## src/rtl/pwm_clk_pkg.sv

```systemverilog
package pwm_clk_pkg;
  localparam int unsigned NUM_CH = 6;
  localparam int unsigned SEL_W  = 3;
  localparam int unsigned RLD_W  = 8;

  // channel-to-pair map: 2 and 3 ride on B/SB, the rest on A/SA
  function automatic bit ch_on_b(int unsigned ch);
    return (ch == 2) || (ch == 3);
  endfunction
endpackage

```

## src/rtl/pwm_prescale.sv

```systemverilog
module pwm_prescale #(
  parameter int unsigned SEL_W = 3
) (
  input  logic             clk_i,
  input  logic             rst_ni,
  input  logic             run_i,
  input  logic [SEL_W-1:0] sel_a_i,
  input  logic [SEL_W-1:0] sel_b_i,
  output logic             tick_a_o,
  output logic             tick_b_o
);
  localparam int unsigned CNT_W = (1 << SEL_W) - 1;
  localparam int unsigned NPATH = 2;

  logic [CNT_W-1:0]            cnt_q;
  logic [NPATH-1:0][SEL_W-1:0] sel;
  logic [NPATH-1:0]            tick;

  assign sel[0] = sel_a_i;
  assign sel[1] = sel_b_i;

  always_ff @(posedge clk_i or negedge rst_ni) begin
    if (!rst_ni)    cnt_q <= '0;
    else if (run_i) cnt_q <= cnt_q + CNT_W'(1);
  end

  for (genvar g = 0; g < NPATH; g++) begin : g_path
    logic [CNT_W-1:0] mask;
    assign mask    = (CNT_W'(1) << sel[g]) - CNT_W'(1);
    assign tick[g] = run_i && ((cnt_q & mask) == mask);
  end

  assign tick_a_o = tick[0];
  assign tick_b_o = tick[1];

  assert_cnt_hold_R3: assert property (@(posedge clk_i) disable iff (!rst_ni)
    !run_i |=> $stable(cnt_q));
endmodule

```

## src/rtl/pwm_scale_div.sv

```systemverilog
module pwm_scale_div #(
  parameter int unsigned RLD_W = 8
) (
  input  logic             clk_i,
  input  logic             rst_ni,
  input  logic             tick_i,
  input  logic             load_i,
  input  logic [RLD_W-1:0] reload_i,
  output logic             tick_o
);
  localparam int unsigned CNT_W = RLD_W + 1;

  logic [RLD_W-1:0] rld_q;
  logic [CNT_W-1:0] cnt_q;
  logic [CNT_W-1:0] last;
  logic             term;

  // 2N-1; N=0 wraps to 255 and yields 511 (divide by 512)
  assign last = {rld_q - RLD_W'(1), 1'b1};
  assign term = (cnt_q == last);

  always_ff @(posedge clk_i or negedge rst_ni) begin
    if (!rst_ni) begin
      cnt_q <= '0;
      rld_q <= '0;
    end else if (load_i) begin
      cnt_q <= '0;
      rld_q <= reload_i;
    end else if (tick_i) begin
      if (term) begin
        cnt_q <= '0;
        rld_q <= reload_i;
      end else begin
        cnt_q <= cnt_q + CNT_W'(1);
      end
    end
  end

  assign tick_o = tick_i && term && !load_i;

  assert_out_on_in_R4: assert property (@(posedge clk_i) disable iff (!rst_ni)
    tick_o |-> tick_i);
  assert_load_restart_R6: assert property (@(posedge clk_i) disable iff (!rst_ni)
    load_i |=> (cnt_q == '0) && !tick_o);
endmodule

```

## src/rtl/pwm_chan_sel.sv

```systemverilog
module pwm_chan_sel #(
  parameter int unsigned NUM_CH = 6
) (
  input  logic [NUM_CH-1:0] chan_en_i,
  input  logic [NUM_CH-1:0] src_i,
  input  logic              tick_a_i,
  input  logic              tick_b_i,
  input  logic              tick_sa_i,
  input  logic              tick_sb_i,
  output logic [NUM_CH-1:0] chan_tick_o
);
  for (genvar ch = 0; ch < NUM_CH; ch++) begin : g_ch
    logic pre, scl;
    if (pwm_clk_pkg::ch_on_b(ch)) begin : g_b
      assign pre = tick_b_i;
      assign scl = tick_sb_i;
    end else begin : g_a
      assign pre = tick_a_i;
      assign scl = tick_sa_i;
    end
    assign chan_tick_o[ch] = chan_en_i[ch] && (src_i[ch] ? scl : pre);
  end
endmodule

```

## src/rtl/pwm_clk_prescaler.sv

```systemverilog
module pwm_clk_prescaler
  import pwm_clk_pkg::*;
#(
  parameter int unsigned N_CH  = NUM_CH,
  parameter int unsigned SW    = SEL_W,
  parameter int unsigned RW    = RLD_W
) (
  input  logic            clk_i,
  input  logic            rst_ni,
  input  logic            freeze_i,
  input  logic            freeze_en_i,
  input  logic [N_CH-1:0] chan_en_i,
  input  logic [SW-1:0]   sel_a_i,
  input  logic [SW-1:0]   sel_b_i,
  input  logic [RW-1:0]   scale_a_i,
  input  logic [RW-1:0]   scale_b_i,
  input  logic            scale_a_load_i,
  input  logic            scale_b_load_i,
  input  logic [N_CH-1:0] chan_src_i,
  output logic            tick_a_o,
  output logic            tick_b_o,
  output logic            tick_sa_o,
  output logic            tick_sb_o,
  output logic [N_CH-1:0] chan_tick_o
);
  localparam int unsigned NPATH = 2;

  logic                     run;
  logic [NPATH-1:0]         pre_tick, scl_tick, ld;
  logic [NPATH-1:0][RW-1:0] rld;

  assign run = (|chan_en_i) && !(freeze_en_i && freeze_i);

  pwm_prescale #(.SEL_W(SW)) u_pre (
    .clk_i    (clk_i),
    .rst_ni   (rst_ni),
    .run_i    (run),
    .sel_a_i  (sel_a_i),
    .sel_b_i  (sel_b_i),
    .tick_a_o (pre_tick[0]),
    .tick_b_o (pre_tick[1])
  );

  assign ld[0]  = scale_a_load_i;
  assign ld[1]  = scale_b_load_i;
  assign rld[0] = scale_a_i;
  assign rld[1] = scale_b_i;

  for (genvar g = 0; g < NPATH; g++) begin : g_div
    pwm_scale_div #(.RLD_W(RW)) u_div (
      .clk_i    (clk_i),
      .rst_ni   (rst_ni),
      .tick_i   (pre_tick[g]),
      .load_i   (ld[g]),
      .reload_i (rld[g]),
      .tick_o   (scl_tick[g])
    );
  end

  assign tick_a_o  = pre_tick[0];
  assign tick_b_o  = pre_tick[1];
  assign tick_sa_o = scl_tick[0];
  assign tick_sb_o = scl_tick[1];

  pwm_chan_sel #(.NUM_CH(N_CH)) u_sel (
    .chan_en_i   (chan_en_i),
    .src_i       (chan_src_i),
    .tick_a_i    (pre_tick[0]),
    .tick_b_i    (pre_tick[1]),
    .tick_sa_i   (scl_tick[0]),
    .tick_sb_i   (scl_tick[1]),
    .chan_tick_o (chan_tick_o)
  );

  assert_freeze_gate_R2: assert property (@(posedge clk_i) disable iff (!rst_ni)
    (freeze_en_i && freeze_i) |-> !(tick_a_o || tick_b_o || tick_sa_o || tick_sb_o));
  assert_all_off_R3: assert property (@(posedge clk_i) disable iff (!rst_ni)
    (chan_en_i == '0) |-> !(tick_a_o || tick_b_o));
  assert_chan_off_R8: assert property (@(posedge clk_i) disable iff (!rst_ni)
    (chan_tick_o & ~chan_en_i) == '0);
endmodule

```

## config.mk

```make
export PLATFORM = sky130hd
export DESIGN_NAME = pwm_clk_prescaler
export DESIGN_NICKNAME = d
export VERILOG_FILES = /design/src/rtl/pwm_clk_pkg.sv /design/src/rtl/pwm_prescale.sv /design/src/rtl/pwm_scale_div.sv /design/src/rtl/pwm_chan_sel.sv /design/src/rtl/pwm_clk_prescaler.sv
export SDC_FILE = /design/constraint.sdc
export NUM_CORES = 1
export LEC_CHECK = 0
export ABC_CLOCK_PERIOD_IN_PS = 6270
export BUFFER_PORTS_ARGS = -buffer_cell sky130_fd_sc_hd__buf_2
export CORE_UTILIZATION = 60
export CTS_CLUSTER_DIAMETER = 50
export DETAILED_ROUTE_END_ITERATION = 10
export PLACE_DENSITY_LB_ADDON = 0.08
export RECOVER_POWER = 25
export SYNTH_ARGS = -nofsm -noshare
export SYNTH_HDL_FRONTEND = slang
export SYNTH_SLANG_ARGS = --single-unit
export TNS_END_PERCENT = 5
```

## constraint.sdc

```tcl
create_clock -name clk_i -period 6.27 [get_ports clk_i]
set_input_delay 1.254 -clock clk_i [delete_from_list [all_inputs] [get_ports clk_i]]
set_output_delay 1.254 -clock clk_i [all_outputs]
set_load 0.05 [all_outputs]
```

==> metrics.txt, run 1 <==
Clk pin slew, worst setup/hold paths roughly 0.080 ns; final routed DRC violation total 0; Setup violations, final 0; outcome finished with violations; Synth warnings 0; post-detail-place hpwl ~4400 microns; Crit Path Class in -> out; Slew HR -0.433; Final Hold Fails 0; slowest stage delay, CP about 0.52 ns; violated checks max-capacitance violations, max-slew violations; most frequent cells in the layout buf_2, dfrtp_1, nor2_1; Antenna diodes 0; Worst-Margin Slew 2.15 ns; ratio of cells with drive above 1 in the final layout 0.247; Setup Skew 0.00712 ns; Wirelength per Cell 15.4 microns; Slew Limit Fails 42; DR vias approximately 2400; #FFs+latches synth 41; Final nets 384; GRT overflow 0; Clock Tree Buf Depth 2; final core occ 0.713; critical-path cell list buf_2, or4_1, nor3_1, a21oi_1, nand3_1, inv_2, nand2_1, a21oi_1, buf_2; row count 24; Initial Util 0.625; GPL Wtd Cong just over 0.8; Max rail drop VDD between 0.15 and 0.2 mV; Placed Cells roughly 380; DRT Pass-1 Iters 4; number of cells on the critical path 9; detailed-route wire length 6050 microns; Mapped Cells between 200 and 300; post-synth top area cell dfrtp_1; largest net degree at the start of global routing between 40 and 50; io pins 50; post-synthesis sequential area ratio 0.375; Worst Path Max Fanout 15; post-CTS sizing 0; FMAX between 200 and 250 MHz; GRT Util Overall 0.265; total CTS buffers 5; Synth Net Count ~340; Final Cycle Share 0.714; Tmin final approximately 4.5 ns; Root Driver clkbuf_8; clk sinks 41; syn avg cell area 9.35 sq um; Top FF cell, synth dfrtp_1; Hold Crit Class reg -> reg; Lkg Pwr 1.35 nW; CTS tree built; Die Ht 69.6 microns; setup TNS 0 ns; Worst-Skew Late Latency approximately 0.3 ns; Async SR Flop Fraction 1.00; initial DRC count ~170; Port-buffer cells 49; hold bufs inserted after CTS 0; post-layout instance count excluding filler cells between 300 and 400; Total Power roughly 0.83 mW; Cell variety after synth 53; post-route ant nets 0; Reg2Reg Depth 8; area of the core between 4000 and 5000 sq um; H-tree levels 2; antenna violations before repair 0; Max-cap violations 1; vias in the first global route 2233; Netlist Area Pre-Place between 2000 and 3000 sq um; Area contributors post-synth dfrtp_1, mux2_2, xnor2_1; number of synthesized flops with an enable pin 0; area post-placement 3010 sq um; Arr. time, crit path about 3.2 ns; Die Width 69.6 microns; Post-CTS Setup Inserts 0; synthesis-to-layout area growth 14.1%; number of vias per cell between 6 and 7; first-pass GRT wire length 10300 microns; Die ar. between 4000 and 5000 sq um; crit path buf inv count 3; top cell type's share of synthesized area 0.375; CP max-delay cell nand3_1; leading cell type in the layout, fill and taps excluded buf_2; Cell Pwr Density 267 nW/um^2; Crit. End Element output pin; crit-path leading delay family simple AND/OR/NAND/NOR gates; final instance area 3130 sq um; CP required between 5 and 6 ns; CP Launch Type primary input; Hold Path Depth 1; RSZ-0062 raised after global routing no
## worst paths after layout
check	end	start	slack, ns
max reg2reg	g_div[0].u_div.rld_q[0]$_DFFE_PN0P_	g_div[0].u_div.rld_q[0]$_DFFE_PN0P_	3.62
min	g_div[1].u_div.cnt_q[8]$_DFFE_PN0P_	g_div[1].u_div.cnt_q[8]$_DFFE_PN0P_	0.51
max in group asynchronous	g_div[1].u_div.cnt_q[8]$_DFFE_PN0P_	rst_ni	3.46
min reg2reg	g_div[1].u_div.cnt_q[8]$_DFFE_PN0P_	g_div[1].u_div.cnt_q[8]$_DFFE_PN0P_	0.51
min in group asynchronous	g_div[0].u_div.rld_q[3]$_DFFE_PN0P_	rst_ni	1.58
max	chan_tick_o[4]	chan_en_i[2]	1.79
## cells by family after synthesis
group / share of synthesized area
simple gates: 0.230
xor+xnor: 0.0882
fa+ha+maj: 0.0228
compound gates: 0.183
flops: 0.375
buf+inv: 0.0279
mux: 0.0735
## power by group
part / total [mW] / internal [mW] / leakage, nW / switching, mW
Combinational: 0.237 / 0.105 / 0.770 / 0.132
Clock: 0.223 / 0.130 / 0.0585 / 0.0935
Sequential: 0.373 / 0.306 / 0.520 / 0.0667
## routing by layer
metal / routed length [microns] / part of all wire / vias up / GRT usage
li1: - / - / 1182 / -
met1: 2740 / 0.45 / 1158 / 0.351
met2: 2970 / 0.49 / 72 / 0.441
met3: 275 / 0.045 / 6 / 0.0581
met4: 51 / 0.0084 / 0 / 0.0658
met5: 0 / 0 / - / 0
## cell usage after synthesis (all sizes together) (2+ instances only)
cell type / n
a41oi: 7
nand2: 22
ha: 5
nand4: 6
and3: 10
o21ai: 9
nor4: 3
inv: 10
nand3: 16
nand2b: 10
or4: 6
nor3b: 2
xnor2: 17
nor2b: 4
a21oi: 12
o211ai: 5
clkbuf: 9
xor2: 8
dfrtp: 41
or2: 6
mux2: 17
nand4b: 2
nor3: 6
nor2: 23
a21boi: 2
a31oi: 14
o22ai: 2
## layout make-up
| type | instances | area, sq um |
|---|---|---|
| Multi-Input combinational cell | 232 | 1640 |
| Fill cell | 344 | 1260 |
| Sequential cell | 41 | 1030 |
| Timing Repair Buffer | 49 | 244 |
| Clock buffer | 7 | 86.3 |
| Tap cell | 52 | 65.1 |
| Inverter | 10 | 37.5 |
| Clock inverter | 1 | 30.0 |
## flip-flops by register name (all words and copies together) (netlist names)
| name | flops |
|---|---|
| g_div.u_div.cnt_q | 18 |
| g_div.u_div.rld_q | 16 |
| u_pre.cnt_q | 7 |
## per-stage QoR
step	worst slack, ns	hold slack, ns
after floorplan	0.918	0.449
final	1.79	0.508
after global placement	1.83	0.492
after detailed placement	1.80	0.498
after CTS	1.79	0.511
after global routing	1.58	0.529
## worst reg2reg max path: stages, from the launching register on
cell and delay [ns]:
dfrtp_1 0.50, inv_1 0.09, ha_1 0.28, xnor2_1 0.15
and4b_1 0.18, a41oi_1 0.24, a211oi_2 0.20, a21oi_2 0.47
mux2_2 0.41
Power figures use the tool's default switching activity.
==> run 2: changes to the inputs <==
Settings changed: ABC_AREA set to 1, ABC_CLOCK_PERIOD_IN_PS 6270 to 4019, CORE_UTILIZATION 60 to 52.
Clock period 6.27 ns to 4.02 ns, I/O delays scaled along.
==> run 2 against run 1 <==
Against the previous run:
- the flow still finishes with violations (max-capacitance violations, max-slew violations)
- combinational power is 100% higher
- clock skew hardly changed
- sequential share of layout area decreased by 4.2 points
- synthesized cell count increased by 66%
- utilization decreased by 11 points
- critical endpoint is now chan_tick_o[0]
- die area up 34%
- flip-flop and latch count unchanged
- worst setup slack got worse by 1.0 ns
- critical path depth grew 4
- count of clock-buffer cells in the layout fell by 1
- non-clock buffer count stayed put
==> metrics.txt, run 2 <==
outcome finished with violations; violated checks max-capacitance violations, max-slew violations; Setup violations, final 0; H-tree levels 2; Synth Net Count roughly 530; initial DRC count 92; Antenna diodes 0; vias in the first global route 2801; most frequent cell after synthesis nand2_1; final core occ 0.605; Top FF cell, synth dfrtp_1; final instance area between 3000 and 4000 sq um; ratio of cells with drive above 1 in the final layout 0.184; Max rail drop VDD about 0.23 mV; Top reg by flops g_div.u_div.cnt_q; crit path buf inv count 3; syn avg cell area roughly 6.6 sq um; Hold Path Depth 1; clk sinks 41; Slew HR -0.466; Clk pin slew, worst setup/hold paths about 0.09 ns; Lkg Pwr 1.92 nW; Mapped Cells approximately 490; GRT overflow 0; Cell variety after synth 32; top flop regs g_div.u_div.cnt_q (18), g_div.u_div.rld_q (16), u_pre.cnt_q (7); Largest register FFs 18; worst setup margin roughly 0.77 ns; Tmin final ~3.2 ns; area of the core about 6000 sq um; post-synth top area cell dfrtp_1; Root Driver clkbuf_8; antenna violations before repair 0; top cell type's share of synthesized area 0.320; CTS tree built; leading cell type in the layout, fill and taps excluded nand2_1; Final Cycle Share 0.808; Final Hold Fails 0; final routed DRC violation total 0; pre-CTS setup slack 1.01 ns; Reg2Reg Depth 13; hold bufs inserted after CTS 0; Arr. time, crit path 2.44 ns; Filler cells 587; number of vias per cell roughly 5; Worst-Skew Late Latency roughly 0.30 ns; area post-placement ~3500 sq um; Port-buffer cells between 40 and 50; number of synthesized flops with an enable pin 0; CP required around 3.2 ns; Max-cap violations 1; critical-path cell list inv_1, ha_1, inv_2, nor2_1, nand3_1, nand2_1, nand2_1, nand2_1, nand2_1, nor2_4, nand3_2, a21boi_1, buf_2; row count 28; Initial Util 0.542; Die Ht between 80 and 90 microns; post-layout instance count excluding filler cells about 610; GRT Util Overall 0.246; Clock Tree Buf Depth 2; RSZ-0062 raised after global routing no; setup TNS 0 ns; CP max-delay cell dfrtp_1; FMAX 308 MHz; io pins 50; Slew Limit Fails 42; Post-CTS Setup Inserts 0; synthesis-to-layout area growth 11.6%; Wirelength per Cell between 10 and 15 microns; first-pass GRT wire length ~12000 microns; Async SR Flop Fraction 1.00; Die ar. roughly 6500 sq um; Netlist Area Pre-Place ~3200 sq um; post-route ant nets 0; largest net degree at the start of global routing 42; number of cells on the critical path 13; total CTS buffers 5; Area contributors post-synth dfrtp_1, nand2_1, nand3_1; post-CTS sizing 0; DRT Pass-1 Iters 6; GPL Wtd Cong 0.885; slowest stage delay, CP between 0.4 and 0.5 ns; Crit Path Class reg -> out; Hold Crit Class reg -> reg; Worst Path Max Fanout 5; post-synthesis sequential area ratio 0.320; #FFs+latches synth 41; Setup Skew about 0.0076 ns; Die Width 80.5 microns; most frequent cells in the layout nand2_1, nand3_1, inv_1; Synth top cells by count nand2_1, nand3_1, inv_1; detailed-route wire length roughly 7400 microns; DR vias 3135; Placed Cells roughly 600; WHS roughly 0.48 ns; Cell Pwr Density 362 nW/um^2; crit-path leading delay family simple AND/OR/NAND/NOR gates; Synth warnings 0; Crit. End Element output pin; Total Power 1.30 mW; Final nets approximately 580; post-detail-place hpwl ~5700 microns; Worst-Margin Slew approximately 2.2 ns; most used cell, CP nand2_1; CP Launch Type register
run 2: cell count changes after synthesis, sizes merged, moves of 7 or more:
cell | previous run | this run
nand2 | 22 | 175
nand3 | 16 | 74
inv | 10 | 64
nor2 | 23 | 50
mux2 | 17 | 1
a31oi | 14 | 0
a21oi | 12 | 2
and3 | 10 | 0
nand2b | 10 | 0
xnor2 | 17 | 7
a41oi | 7 | 0
buf | 1 | 8
clkbuf | 9 | 2
run 2: report_power, final:
part           switching [mW]  leakage (nW)  total (mW)  internal [mW]
combinational           0.301          1.34       0.474          0.173
clock                   0.151        0.0374       0.274          0.122
sequential             0.0768         0.542       0.550          0.473
total                   0.529          1.92        1.30          0.768
run 2: metal layers:
layer / track usage / up-vias / wire (microns)
li1: - / 1620 / -
met1: 0.301 / 1464 / 3260
met2: 0.439 / 43 / 3810
met3: 0.0386 / 8 / 206
met4: 0.0768 / 0 / 93
met5: 0 / - / 0
run 2: area by class of cell:
class                   instances  area [sq um]  area share
repair buffers                 49           243      0.0678
clock buffers                   6          72.6      0.0203
flip-flops and latches         41          1030       0.287
multi-input cells             371          1890       0.527
inverters                      65           244      0.0682
well taps                      75          93.8      0.0262
clock inverters                 2          15.0     0.00419
run 2: cell families (layout without fill, tap and decap cells):
group | after synthesis | count (layout) | synth area share
buffers and inverters | 75 | 122 | 0.0924
flip-flops | 41 | 41 | 0.320
adder cells (fa/ha/maj) | 5 | 5 | 0.0195
AO/OA/AOI/OAI | 19 | 19 | 0.0359
multiplexers | 1 | 1 | 0.00351
XOR/XNOR | 21 | 21 | 0.0573
AND/OR/NAND/NOR | 325 | 325 | 0.472
run 2: worst paths after layout:
check | startpoint | endpoint | slack [ns]
max in group asynchronous | rst_ni | g_div[1].u_div.rld_q[4]$_DFFE_PN0P_ | 1.61
hold reg to reg | u_pre.cnt_q[5]$_DFFE_PN0P_ | u_pre.cnt_q[5]$_DFFE_PN0P_ | 0.48
setup reg to reg | g_div[0].u_div.rld_q[0]$_DFFE_PN0P_ | g_div[0].u_div.cnt_q[3]$_DFFE_PN0P_ | 1.97
min in group asynchronous | rst_ni | g_div[0].u_div.cnt_q[8]$_DFFE_PN0P_ | 1.14
hold / removal | u_pre.cnt_q[5]$_DFFE_PN0P_ | u_pre.cnt_q[5]$_DFFE_PN0P_ | 0.48
setup / recovery | g_div[0].u_div.rld_q[0]$_DFFE_PN0P_ | chan_tick_o[0] | 0.77
